[src/rtl/trng_pkg.sv]
package trng_pkg;
  localparam logic [11:0] A_READY = 12'h800;
  localparam logic [11:0] A_CTRL  = 12'h804;
  localparam logic [11:0] A_SWRST = 12'h808;
  localparam logic [11:0] A_IEN   = 12'h818;
  localparam logic [11:0] A_STAT  = 12'h824;
  localparam logic [11:0] A_DATA  = 12'h828;

  typedef enum logic [1:0] {PH_IDLE, PH_START, PH_RUN} phase_t;
endpackage

[src/rtl/trng_rep_test.sv]
module trng_rep_test #(
  parameter int CUT = 32
) (
  input  logic clk,
  input  logic rst,
  input  logic clr,
  input  logic stb,
  input  logic bit_in,
  output logic fail
);
  localparam int RW = $clog2(CUT + 1);
  localparam logic [RW-1:0] CUT_V  = RW'(CUT);
  localparam logic [RW-1:0] CUT_M1 = RW'(CUT - 1);

  logic [RW-1:0] run;
  logic          prev;

  always_ff @(posedge clk) begin
    if (rst || clr) begin
      run  <= '0;
      prev <= 1'b0;
      fail <= 1'b0;
    end else begin
      fail <= 1'b0;
      if (stb) begin
        prev <= bit_in;
        if (run != '0 && bit_in == prev) begin
          if (run != CUT_V) run <= run + 1'b1;
          if (run == CUT_M1) fail <= 1'b1;
        end else begin
          run <= RW'(1);
        end
      end
    end
  end
endmodule

[src/rtl/trng_prop_test.sv]
module trng_prop_test #(
  parameter int WIN = 1024,
  parameter int CUT = 589
) (
  input  logic clk,
  input  logic rst,
  input  logic clr,
  input  logic stb,
  input  logic bit_in,
  output logic done,
  output logic fail
);
  localparam int IW = $clog2(WIN);
  localparam int CW = $clog2(WIN + 1);
  localparam logic [IW-1:0] LAST  = IW'(WIN - 1);
  localparam logic [CW:0]   WIN_V = (CW + 1)'(WIN);
  localparam logic [CW:0]   CUT_V = (CW + 1)'(CUT);

  logic [IW-1:0] idx;
  logic [CW-1:0] ones;
  logic [CW:0]   ones_n;

  assign ones_n = {1'b0, ones} + {{CW{1'b0}}, bit_in};

  always_ff @(posedge clk) begin
    if (rst || clr) begin
      idx  <= '0;
      ones <= '0;
      done <= 1'b0;
      fail <= 1'b0;
    end else begin
      done <= 1'b0;
      fail <= 1'b0;
      if (stb) begin
        if (idx == LAST) begin
          done <= 1'b1;
          fail <= (ones_n > CUT_V) || ((WIN_V - ones_n) > CUT_V);
          idx  <= '0;
          ones <= '0;
        end else begin
          idx  <= idx + 1'b1;
          ones <= ones_n[CW-1:0];
        end
      end
    end
  end
endmodule

[src/rtl/trng_word_pack.sv]
module trng_word_pack #(
  parameter int W = 32
) (
  input  logic         clk,
  input  logic         rst,
  input  logic         clr,
  input  logic         stb,
  input  logic         bit_in,
  input  logic         rd_clr,
  output logic [W-1:0] word,
  output logic         valid
);
  localparam int NW = $clog2(W);
  localparam logic [NW-1:0] LAST = NW'(W - 1);

  logic [W-1:0]  sh;
  logic [NW-1:0] cnt;

  always_ff @(posedge clk) begin
    if (rst || clr) begin
      sh    <= '0;
      cnt   <= '0;
      word  <= '0;
      valid <= 1'b0;
    end else begin
      if (stb) begin
        sh  <= {sh[W-2:0], bit_in};
        cnt <= cnt + 1'b1;
      end
      if (stb && cnt == LAST) begin
        word  <= {sh[W-2:0], bit_in};
        valid <= 1'b1;
      end else if (rd_clr) begin
        valid <= 1'b0;
      end
    end
  end
endmodule

[src/rtl/trng_health_ctrl.sv]
module trng_health_ctrl
  import trng_pkg::*;
#(
  parameter int WIN    = 1024,
  parameter int RC_CUT = 32,
  parameter int AP_CUT = 589,
  parameter int WORD_W = 32
) (
  input  logic        clk,
  input  logic        rst,
  input  logic [11:0] reg_addr,
  input  logic        reg_wr,
  input  logic        reg_rd,
  input  logic [31:0] reg_wdata,
  output logic [31:0] reg_rdata,
  input  logic        ent_bit,
  input  logic        ent_stb,
  output logic        irq
);
  localparam int CW = $clog2(WIN + 1);
  localparam logic [CW-1:0] WIN_V = CW'(WIN);

  logic        sw_rst, rng_en, raw_en, irq_mask;
  logic [2:0]  ie;
  logic [7:0]  hflags;
  logic        srdy, kind;
  logic [CW-1:0] scnt;
  logic [7:0]  xfer;
  phase_t      phase;
  logic        samp, tst_stb, tst_clr, restart, rd_clr;
  logic        rc_fail, ap_done, ap_fail, dvalid;
  logic [WORD_W-1:0] dword;

  assign samp    = ent_stb && !sw_rst && rng_en;
  assign tst_stb = samp && (phase != PH_IDLE);
  assign restart = reg_wr && reg_addr == A_SWRST && !reg_wdata[0] && reg_wdata[1]
                   && phase == PH_RUN;
  assign tst_clr = sw_rst || restart || (phase == PH_IDLE);
  assign rd_clr  = reg_rd && reg_addr == A_DATA;
  assign xfer    = 8'(scnt >> 3);

  trng_rep_test #(.CUT(RC_CUT)) u_rep (
    .clk(clk), .rst(rst), .clr(tst_clr), .stb(tst_stb), .bit_in(ent_bit), .fail(rc_fail));

  trng_prop_test #(.WIN(WIN), .CUT(AP_CUT)) u_prop (
    .clk(clk), .rst(rst), .clr(tst_clr), .stb(tst_stb), .bit_in(ent_bit),
    .done(ap_done), .fail(ap_fail));

  trng_word_pack #(.W(WORD_W)) u_pack (
    .clk(clk), .rst(rst), .clr(sw_rst), .stb(samp && raw_en), .bit_in(ent_bit),
    .rd_clr(rd_clr), .word(dword), .valid(dvalid));

  // Control registers
  always_ff @(posedge clk) begin
    if (rst) begin
      sw_rst   <= 1'b1;
      rng_en   <= 1'b0;
      raw_en   <= 1'b0;
      irq_mask <= 1'b0;
      ie       <= '0;
    end else if (reg_wr) begin
      case (reg_addr)
        A_CTRL:  begin rng_en <= reg_wdata[31]; raw_en <= reg_wdata[16]; end
        A_SWRST: sw_rst <= reg_wdata[0];
        A_IEN:   begin irq_mask <= reg_wdata[16]; ie <= reg_wdata[2:0]; end
        default: ;
      endcase
    end
  end

  // Health sequencing; flag layout: 7 cont AP, 6 cont RC, 5..3 sw done/AP/RC, 2..0 rst done/AP/RC
  always_ff @(posedge clk) begin
    if (rst || sw_rst) begin
      phase  <= PH_IDLE;
      kind   <= 1'b0;
      hflags <= '0;
      srdy   <= 1'b0;
      scnt   <= '0;
    end else begin
      if (tst_stb && scnt != WIN_V) scnt <= scnt + 1'b1;
      case (phase)
        PH_IDLE: if (rng_en) begin
          phase <= PH_START;
          kind  <= 1'b0;
        end
        PH_START: begin
          if (rc_fail) begin
            if (kind) hflags[3] <= 1'b1;
            else      hflags[0] <= 1'b1;
          end
          if (ap_done) begin
            phase <= PH_RUN;
            if (kind) begin
              hflags[5] <= 1'b1;
              if (ap_fail) hflags[4] <= 1'b1;
            end else begin
              hflags[2] <= 1'b1;
              if (ap_fail) hflags[1] <= 1'b1;
            end
            srdy <= !(ap_fail || rc_fail || (kind ? hflags[3] : hflags[0]));
          end
        end
        default: begin
          if (restart) begin
            phase       <= PH_START;
            kind        <= 1'b1;
            hflags[5:3] <= '0;
            srdy        <= 1'b0;
          end else begin
            if (rc_fail) hflags[6] <= 1'b1;
            if (ap_done && ap_fail) hflags[7] <= 1'b1;
          end
        end
      endcase
    end
  end

  // Read port and interrupt
  always_ff @(posedge clk) begin
    if (rst) begin
      reg_rdata <= '0;
      irq       <= 1'b0;
    end else begin
      irq <= !irq_mask && ((ie[0] && hflags[2]) || (ie[1] && hflags[5]) ||
                           (ie[2] && (hflags[7] || hflags[6])));
      if (reg_rd) begin
        case (reg_addr)
          A_READY: reg_rdata <= {16'b0, xfer, 7'b0, srdy};
          A_CTRL:  reg_rdata <= {rng_en, 14'b0, raw_en, 16'b0};
          A_SWRST: reg_rdata <= {31'b0, sw_rst};
          A_IEN:   reg_rdata <= {15'b0, irq_mask, 13'b0, ie};
          A_STAT:  reg_rdata <= {8'b0, hflags, 8'b0, dvalid, 7'b0};
          A_DATA:  reg_rdata <= 32'(dword);
          default: reg_rdata <= '0;
        endcase
      end
    end
  end
endmodule

[config.mk]
export PLATFORM = sky130hd
export DESIGN_NAME = trng_health_ctrl
export DESIGN_NICKNAME = d
export VERILOG_FILES = /design/src/rtl/trng_pkg.sv /design/src/rtl/trng_rep_test.sv /design/src/rtl/trng_prop_test.sv /design/src/rtl/trng_word_pack.sv /design/src/rtl/trng_health_ctrl.sv
export SDC_FILE = /design/constraint.sdc
export NUM_CORES = 1
export LEC_CHECK = 0
export ABC_CLOCK_PERIOD_IN_PS = 2900
export BUFFER_PORTS_ARGS = -buffer_cell sky130_fd_sc_hd__buf_2
export CAP_MARGIN = 20
export CORE_MARGIN = 2
export CORE_UTILIZATION = 23
export DETAILED_ROUTE_END_ITERATION = 10
export PLACE_DENSITY = 0.4
export SLEW_MARGIN = 5
export SYNTH_ARGS = -nofsm -noshare
export SYNTH_HDL_FRONTEND = slang
export SYNTH_SLANG_ARGS = --single-unit
[constraint.sdc]
create_clock -name clk -period 2.9 [get_ports clk]
set_input_delay 0.145 -clock clk [delete_from_list [all_inputs] [get_ports clk]]
set_output_delay 0.145 -clock clk [all_outputs]
set_load 0.005 [all_outputs]
-- Word level (Yosys, flattened, before mapping)
Index checks and enable logic that the tools add are counted.
- $add $sub $neg: 6
- order comparisons: 2
- eq/ne operators: 20
- mux-type cells: 27
- bitwise operators: 8
- reduce and logical (&&, ||, !) cells: 57
- operators with widths (cell ; number):
    $pmux 32 s6 ; 1
    $eq 12x12->1 const B ; 6
    $gt 12x10->1 const B ; 2
    $reduce_and 3->1 ; 7
    $logic_and 1x1->1 ; 17
    $add 11x1->12 ; 1
    $mux 1 ; 12
    $mux 6 ; 2
    $reduce_and 4->1 ; 3
    $sub 11x12->12 const A ; 1
    $add 11x1->11 const B ; 1
    $mux 11 ; 1
    $ne 11x11->1 const B ; 1
    $add 10x1->10 const B ; 1
    $eq 10x10->1 const B ; 1
    $logic_or 1x1->1 ; 10
    $mux 10 ; 1
    $mux 2 ; 5
    $not 1->1 ; 8
    $reduce_and 2->1 ; 4
    $reduce_bool 2->1 ; 4
    $add 6x1->6 const B ; 1
    $eq 6x5->1 const B ; 1
    $ne 2x1->1 const B ; 3
    18 further kinds ; 26
- bits in registers: 163
- bits of input ports: 50
- output and inout port bits: 33
- logic and storage cells: 150

-- Logic depth before layout (Yosys ltp)
Gate-level depths: netlist of the first run.
- depth after elaboration: 9
- depth in mapped cells: 8
- depth with buffers taken out: 8

-- Hierarchy
A second synthesis of the first run with hierarchy kept.
- cells, all modules: 826
- area total of the unflattened synthesis: 7500.9 um2
- by module, submodules not included (module ; times used ; cells each ; area an instance (um2) ; sequential area each (um2)):
    trng_health_ctrl ; 1 ; 322 ; 2857.7 ; 1261.2
    trng_word_pack ; 1 ; 273 ; 2746.4 ; 1381.3
    trng_prop_test ; 1 ; 179 ; 1443.9 ; 460.4
    trng_rep_test ; 1 ; 52 ; 452.9 ; 160.2

-- Worst setup path before layout of the first run
No wires, ideal clock.
- kind: register -> register
- start point: reg u_prop.ones[0]
- end point: reg u_prop.fail
- arrival time: 1.798 ns
- path slack: 1.011 ns
- stages on the path, launching flop included: 9
- path buffers: 0
- path through: dfxtp_1 > ha_1 > ha_1 > nand2_1 > nand2_1 > o22ai_1 > a31o_2 > a2111o_1 > a311oi_1
- cells in the longest elaborated chain, start to end: 4
- elaborated cells on any way between the ends: 5
- those cells by class: 2 x add/sub; 2 x order compare; 1 x reduce/logical
- RTL lines (item ; line ; text):
    start, declared ; trng_prop_test.sv:20 ; logic [CW-1:0] ones;
    start signal, assigned ; trng_prop_test.sv:42 ; ones <= ones_n[CW-1:0];
    $add 11x1->12 * ; trng_prop_test.sv:23 ; assign ones_n = {1'b0, ones} + {{CW{1'b0}}, bit_in};
    $sub 11x12->12 ; trng_prop_test.sv:37 ; fail <= (ones_n > CUT_V) || ((WIN_V - ones_n) > CUT_V);
    $gt 12x10->1 ; trng_prop_test.sv:37 ;
    $logic_or 1x1->1 * ; trng_prop_test.sv:37 ;
    end signal, assigned ; trng_prop_test.sv:37 ;
    end, declared ; trng_prop_test.sv:11 ; output logic fail
Mark *: on every way between the ends. The rest lies on a longest branch, timed or not.
A chain may end at the register's enable or synchronous reset.

-- Final worst setup path of the first run
Ends and elaborated chain as after synthesis.

==> results of run 1 <==
[report_power, final]
group          internal (uW)  switching (uW)
logic                   25.6            41.6
registers               2240          0.0145
clock network           1240            1090
total                   3500            1130
[layout make-up]
type	count	area, um^2	share of cell area, %
Multi-Input combinational cell	610	3320	40.4
Sequential cell	163	3260	39.6
Timing Repair Buffer	77	503	6.11
Tap cell	390	488	5.93
Clock buffer	17	425	5.17
Clock inverter	15	180	2.19
Inverter	13	48.8	0.593
[metal layers]
metal	up-vias	share of wire, %	global-route usage (%)
li1	2966	-	-
met1	2622	49	15.2
met2	73	47	19.0
met3	17	3.3	2.56
met4	0	1.1	3.51
met5	-	0	0
[tightest hold or removal path: cells and delay by family]
kind / cells / cell delay, ns
AO/OA/AOI/OAI: 1 / 0.05
AND/OR/NAND/NOR: 1 / 0.07
buffers and inverters: 1 / 0.15
[placed cells by master, fill, tap and decap left out, drive strengths merged, types with 3 or more instances in the layout]
| master | synthesis | routed |
|---|---|---|
| mux2i | 9 | 9 |
| dlygate4sd3 | 0 | 5 |
| nor4 | 4 | 4 |
| nand3 | 25 | 25 |
| ha | 9 | 9 |
| nor3b | 5 | 5 |
| a21oi | 131 | 131 |
| nor2b | 37 | 37 |
| inv | 13 | 22 |
| nand4 | 15 | 15 |
| nor2 | 76 | 76 |
| nor3 | 5 | 5 |
| and3 | 6 | 6 |
| or3 | 10 | 10 |
| o21ai | 24 | 24 |
| and2 | 5 | 5 |
| nor4b | 5 | 5 |
| dfxtp | 163 | 163 |
| clkbuf | 38 | 17 |
| xor2 | 17 | 17 |
| buf | 12 | 72 |
| a311oi | 3 | 3 |
| o2bb2ai | 18 | 18 |
| xnor2 | 7 | 7 |
| a31oi | 6 | 6 |
| nand3b | 4 | 4 |
| nand2 | 162 | 162 |
| clkinv | 0 | 3 |
[registers in the layout, summed over array words and instances, names as in the netlist, 2 cells and up]
name,flops
phase,2
u_prop.ones,11
u_pack.word,32
hflags,8
u_rep.run,6
u_pack.cnt,5
u_pack.sh,31
u_prop.idx,10
ie,3
scnt,11
reg_rdata,32
[metrics by stage]
step	instances	hold WS, ns	instance area [um^2]
after floorplan	836	0.280	6850
final	1285	0.0395	8230
after global placement	1248	0.382	7570
after global routing	1285	0.0394	8230
after detailed placement	1248	0.387	7570
after CTS	1285	0.0244	8230
[kinds of logic (layout without fill, tap and decap cells)]
family | Yosys count | after routing
and+or+nand+nor | 368 | 368
DFF | 163 | 163
buffers and inverters | 63 | 122
xor gates and xnor gates | 24 | 24
adders and majority gates | 9 | 9
muxes | 9 | 9
AOI/OAI and AO/OA | 200 | 200
[how the worst min path moves through the flow]
stage / startpoint / end / slack [ns] / cells past startpoint
after CTS: ent_bit / u_rep.prev / 0.02 / 3
final: ent_bit / u_pack.sh[0] / 0.04 / 3
after detailed placement: reg_wdata[2] / ie[2] / 0.39 / 3
after global routing: rst / ie[1] / 0.04 / 2
after floorplan: ent_bit / u_rep.prev / 0.28 / 2
after global placement: reg_wdata[2] / ie[2] / 0.38 / 3
==> results.json, run 1 <==
{
  "netlist_top_cells_area": "sky130_fd_sc_hd__dfxtp_1 (48%), sky130_fd_sc_hd__a21oi_1 (9.6%), sky130_fd_sc_hd__nand2_1 (8.9%)",
  "yosys.cell_count.top_type": "sky130_fd_sc_hd__dfxtp_1",
  "postCtsSetupRepairBufs": 0,
  "arrival_ns": 2.53,
  "area.growth.synth_to_final_pct": 20.2,
  "cp_capture_type": "flop",
  "timing.reg2reg.worst_path_depth": 8,
  "route.detailed.wl_per_inst_um": 13.5,
  "synthesis.nets": 895,
  "grt_pass1_vias": 5489,
  "synth_simple_gate_area_share_pct": 25.7,
  "r2r-end": "u_prop.fail",
  "final_hold_viol_count": 0,
  "cp_cell_sequence": "ha_1 > ha_1 > and3_1 > nand3_1 > xnor2_1 > o21ai_0 > a2bb2o_1 > a311oi_1",
  "grt_start_max_net_pins": 37,
  "core_area_mm2": 0.0295,
  "combined_global_route_utilization_of_all_metal_layers_pct": 11.6,
  "design.die.area_mm2": 0.0312,
  "finalCriticalPeriod_ns": 2.19,
  "viasPerCell": 4.42,
  "yosysTopAreaCellShare_pct": 47.7,
  "slowest_cell_on_crit_path": "sky130_fd_sc_hd__dfxtp_1",
  "clkSinkCount": 163,
  "number_of_max_slew_violations_in_the_final_report": 0,
  "critical-path-top-delay-family": "compound AO/OA/AOI/OAI gates",
  "clock_tree_from_tritoncts": "done",
  "worst_path_largest_cell_delay_ns": 0.34,
  "holdBufCountCts": 5,
  "maximum_vdd_drop_mv": 0.383,
  "effective_utilization_at_floorplan_pct": 23.2,
  "port-buffer-count": 55,
  "cts.path.max_buffers": 2,
  "grt_overflow_total": 0,
  "detail_route.wirelength_um": 17400,
  "antenna_violations_before_repair": 0,
  "fmax_mhz": 457,
  "rsz0062_at_grt": "no",
  "io_pins": 83,
  "synth_cells": 836,
  "drtIter0Drc": 309,
  "clock_network_latency_to_the_later_pin_of_the_worst_skew_pair_ns": 0.43,
  "number_of_unique_standard_cell_types_used_by_synthesis": 57,
  "start_kind": "flop",
  "number_of_flops_mapped_to_enable_cells_by_yosys": 0,
  "synth_seq_cells": 163,
  "utilization_after_layout_pct": 27.9,
  "n_antenna_cell": 0,
  "path_buf_inv": 0,
  "async_reset_ff_share_pct": 0,
  "num-nets-final": 941,
  "post_placement_worst_setup_slack_ns": 0.644,
  "synth_compound_gate_area_share_pct": 16.8,
  "p_leak_uw": 0.00271,
  "crit_end": "u_prop.fail",
  "clock-skew-final_ns": 0.0127,
  "largest_fanout_on_the_critical_path": 9,
  "crit_path_frequent_cell": "sky130_fd_sc_hd__ha_1",
  "period_share_pct": 75.5,
  "postSynth.topFlopCell": "sky130_fd_sc_hd__dfxtp_1",
  "total_power_uw": 4630,
  "h-tree-depth": 4,
  "synth.area.mux_share_pct": 1.32,
  "post-route-drc-count": 0,
  "netlist_top_cells_count": "sky130_fd_sc_hd__dfxtp_1 (163), sky130_fd_sc_hd__nand2_1 (162), sky130_fd_sc_hd__a21oi_1 (131), sky130_fd_sc_hd__nor2_1 (75), sky130_fd_sc_hd__clkbuf_1 (38)",
  "cp.required_ns": 3.24,
  "synth_top_family_by_area": "simple AND/OR/NAND/NOR gates",
  "placement_rows": 63,
  "floorplan.die.width_um": 177,
  "setup_viol": 0,
  "clk_pin_slew_ns": 0.07,
  "vias": 5678,
  "critical_path_cell_count": 8,
  "timing_worst_setup_path_type": "flop to flop",
  "r2r_setup_slack_ns": 0.71,
  "final_antenna_net_count": 0,
  "fillCellCount": 3224,
  "synth_largest_area_cell": "sky130_fd_sc_hd__dfxtp_1",
  "crit_start": "u_prop.ones[0]",
  "floorplan.die.height_um": 177,
  "synth_xor_area_share_pct": 3.07,
  "cap_viol_max_count": 0,
  "reg2reg_from": "u_prop.ones[0]",
  "power_density_mw_per_mm2": 563,
  "cts-resized-gates": 0,
  "tns_ns": 0,
  "place_congestion": 0.746,
  "post_syn_area_per_cell_um2": 8.19,
  "holdCritPathClass": "primary input to flop",
  "post_synth_instance_area_mm2": 0.00685,
  "inserted_clock_buffers": 17,
  "slew_headroom_pct": 64.5,
  "final_setup_slack_of_the_worst_path_ns": 0.711,
  "drt_pass1_iterations": 4,
  "detailed_placement_wirelength_estimate_um": 11800,
  "clockRootBuffer": "sky130_fd_sc_hd__clkbuf_16",
  "layout-drive-gt1-share_pct": 12.8,
  "wire_length_of_the_first_global_routing_pass_um": 28800,
  "synthesis.yosys.warnings": 0,
  "synth_fa_ha_area_share_pct": 1.64,
  "status": "finished clean",
  "max_slew.worst_pin.slew_ns": 0.532,
  "synth-seq-area-share_pct": 47.7
}
(Power assumes the default switching activity.)
==> run 2: changes to the inputs <==
--- a/config.mk
+++ b/config.mk
@@ -5,7 +5,7 @@
 export SDC_FILE = /design/constraint.sdc
 export NUM_CORES = 1
 export LEC_CHECK = 0
-export ABC_CLOCK_PERIOD_IN_PS = 2900
+export ABC_CLOCK_PERIOD_IN_PS = 2160
 export BUFFER_PORTS_ARGS = -buffer_cell sky130_fd_sc_hd__buf_2
 export CAP_MARGIN = 20
 export CORE_MARGIN = 2
==> constraint.sdc (replaced) <==
create_clock -name clk -period 2.16 [get_ports clk]
set_input_delay 0.108 -clock clk [delete_from_list [all_inputs] [get_ports clk]]
set_output_delay 0.108 -clock clk [all_outputs]
set_load 0.005 [all_outputs]
==> results.json, run 2 (same netlist as run 1, synthesis figures left out) <==
{
  "arrival_ns": 2.36,
  "setup_viol": 0,
  "port-buffer-count": 55,
  "floorplan.die.width_um": 177,
  "antenna_violations_before_repair": 0,
  "reg2reg_from": "u_prop.ones[0]",
  "number_of_standard_cells_in_the_final_layout_excluding_fillers": 1301,
  "p_seq_share_pct": 48.3,
  "switchingPower_uw": 1510,
  "grt_overflow_total": 0,
  "n_antenna_cell": 0,
  "rsz0062_at_grt": "no",
  "wire_length_of_the_first_global_routing_pass_um": 29100,
  "clock_network_latency_to_the_later_pin_of_the_worst_skew_pair_ns": 0.44,
  "p_int_uw": 4710,
  "viasPerCell": 4.47,
  "combined_global_route_utilization_of_all_metal_layers_pct": 11.8,
  "drtIter0Drc": 284,
  "fmax_mhz": 497,
  "grt_start_max_net_pins": 90,
  "r2r-end": "u_prop.fail",
  "placement_rows": 63,
  "tns_ns": 0,
  "drt_pass1_iterations": 4,
  "vias": 5811,
  "place_congestion": 0.770,
  "maximum_vdd_drop_mv": 0.537,
  "effective_utilization_at_floorplan_pct": 23.2,
  "clkSinkCount": 163,
  "timing.reg2reg.worst_path_depth": 8,
  "io_pins": 83,
  "layout-drive-gt1-share_pct": 14.6,
  "core_area_mm2": 0.0295,
  "number_of_max_slew_violations_in_the_final_report": 0,
  "post-route-drc-count": 0,
  "worstHoldPathCells": 3,
  "final_hold_viol_count": 0,
  "clockPowerShare_pct": 50.2,
  "period_share_pct": 93.1,
  "status": "finished clean",
  "layout_top_registers": "reg_rdata (32), u_pack.word (32), u_pack.sh (31)",
  "layout.cells.most_common_list": "sky130_fd_sc_hd__dfxtp_1 (163), sky130_fd_sc_hd__nand2_1 (162), sky130_fd_sc_hd__a21oi_1 (131), sky130_fd_sc_hd__nor2_1 (74), sky130_fd_sc_hd__buf_2 (55)",
  "detail_route.wirelength_um": 17600,
  "dpl.cell_count": 1263,
  "largest_fanout_on_the_critical_path": 7,
  "combPwrFrac_pct": 1.5,
  "h-tree-depth": 4,
  "layout.cells.most_common": "sky130_fd_sc_hd__dfxtp_1",
  "grt_pass1_vias": 5555,
  "clockRootBuffer": "sky130_fd_sc_hd__clkbuf_16",
  "cap_viol_max_count": 0,
  "design.die.area_mm2": 0.0312,
  "detailed_placement_wirelength_estimate_um": 11900,
  "floorplan.die.height_um": 177,
  "min-delay-start": "reg_addr[2]",
  "clock_tree_from_tritoncts": "done",
  "total_power_uw": 6210,
  "r2r_setup_slack_ns": 0.15,
  "route.detailed.wl_per_inst_um": 13.6,
  "num-nets-final": 957,
  "slew_headroom_pct": 63.7,
  "clk_pin_slew_ns": 0.07,
  "max_slew.worst_pin.slew_ns": 0.537,
  "finalCriticalPeriod_ns": 2.01,
  "p_leak_uw": 0.00277,
  "worstHoldEndpoint": "reg_rdata[0]",
  "start_kind": "flop",
  "timing_worst_setup_path_type": "flop to flop",
  "cp.required_ns": 2.50,
  "inserted_clock_buffers": 17,
  "clock-skew-final_ns": 0.0118,
  "power.switching_fraction_pct": 24.3,
  "cts.path.max_buffers": 2,
  "final_antenna_net_count": 0,
  "cp_capture_type": "flop",
  "area.growth.synth_to_final_pct": 22.1,
  "power_density_mw_per_mm2": 743,
  "holdCritPathClass": "primary input to flop"
}
## run 2: per-layer routing
metal / wire length (um) / vias to the layer above / GRT usage (%)
li1: - / 3004 / -
met5: 0 / - / 0
met4: 203 / 0 / 3.62
met2: 8160 / 49 / 18.9
met1: 8760 / 2739 / 15.8
met3: 516 / 19 / 2.69
## run 2: layout make-up
cell class,count,area [um^2]
fillers,3293,21100
multi-input cells,610,3340
flip-flops and latches,163,3260
repair buffers,93,613
well taps,390,488
clock buffers,17,425
clock inverters,15,183
inverters,13,48.8
## run 2: worst max path at each step
stage | from | to | slack (ns)
finish | u_prop.ones[0] | u_prop.fail | 0.15
floorplan | u_prop.ones[0] | u_prop.fail | 0.27
detailed placement | u_prop.ones[0] | u_prop.fail | 0.02
CTS | u_prop.ones[0] | u_prop.fail | 0.06
global route | u_prop.ones[0] | u_prop.fail | 0.03
global placement | u_prop.ones[0] | u_prop.fail | 0.09
## run 2: through the flow
step	cell area [um^2]	utilization [%]	worst slack, ns	hold WS (ns)
after floorplan	6850	-	0.271	0.243
after global placement	7670	26.0	0.0917	0.348
after detailed placement	7670	26.0	0.0231	0.361
after CTS	8350	28.3	0.0584	0.0619
after global routing	8360	28.4	0.0250	0.0724
final	8360	28.4	0.149	0.0785
## run 2: timing repair
item	CTS	global route
buffers inserted	0	0
hold buffers	6	0
setup endpoints to repair	1	1
hold endpoints to repair	6	0
resized for setup	1	3
## run 2: critical path: stages, from the launching register on
cell                       delay, ns
sky130_fd_sc_hd__dfxtp_1        0.34
sky130_fd_sc_hd__ha_2           0.21
sky130_fd_sc_hd__ha_4           0.17
sky130_fd_sc_hd__nand2_1        0.13
sky130_fd_sc_hd__nand2_1        0.10
sky130_fd_sc_hd__o22ai_1        0.07
sky130_fd_sc_hd__a31o_2         0.27
sky130_fd_sc_hd__a2111o_1       0.38
sky130_fd_sc_hd__a311oi_2       0.25
## run 2: power groups by stage
stage	clock network (uW)	logic [uW]	registers, uW
after global placement	0	87.5	3070
final	3120	93.8	3000
after floorplan	0	36.5	3070
after global routing	3350	104	3000
after detailed placement	0	87.1	3070
after CTS	3210	95.9	3000
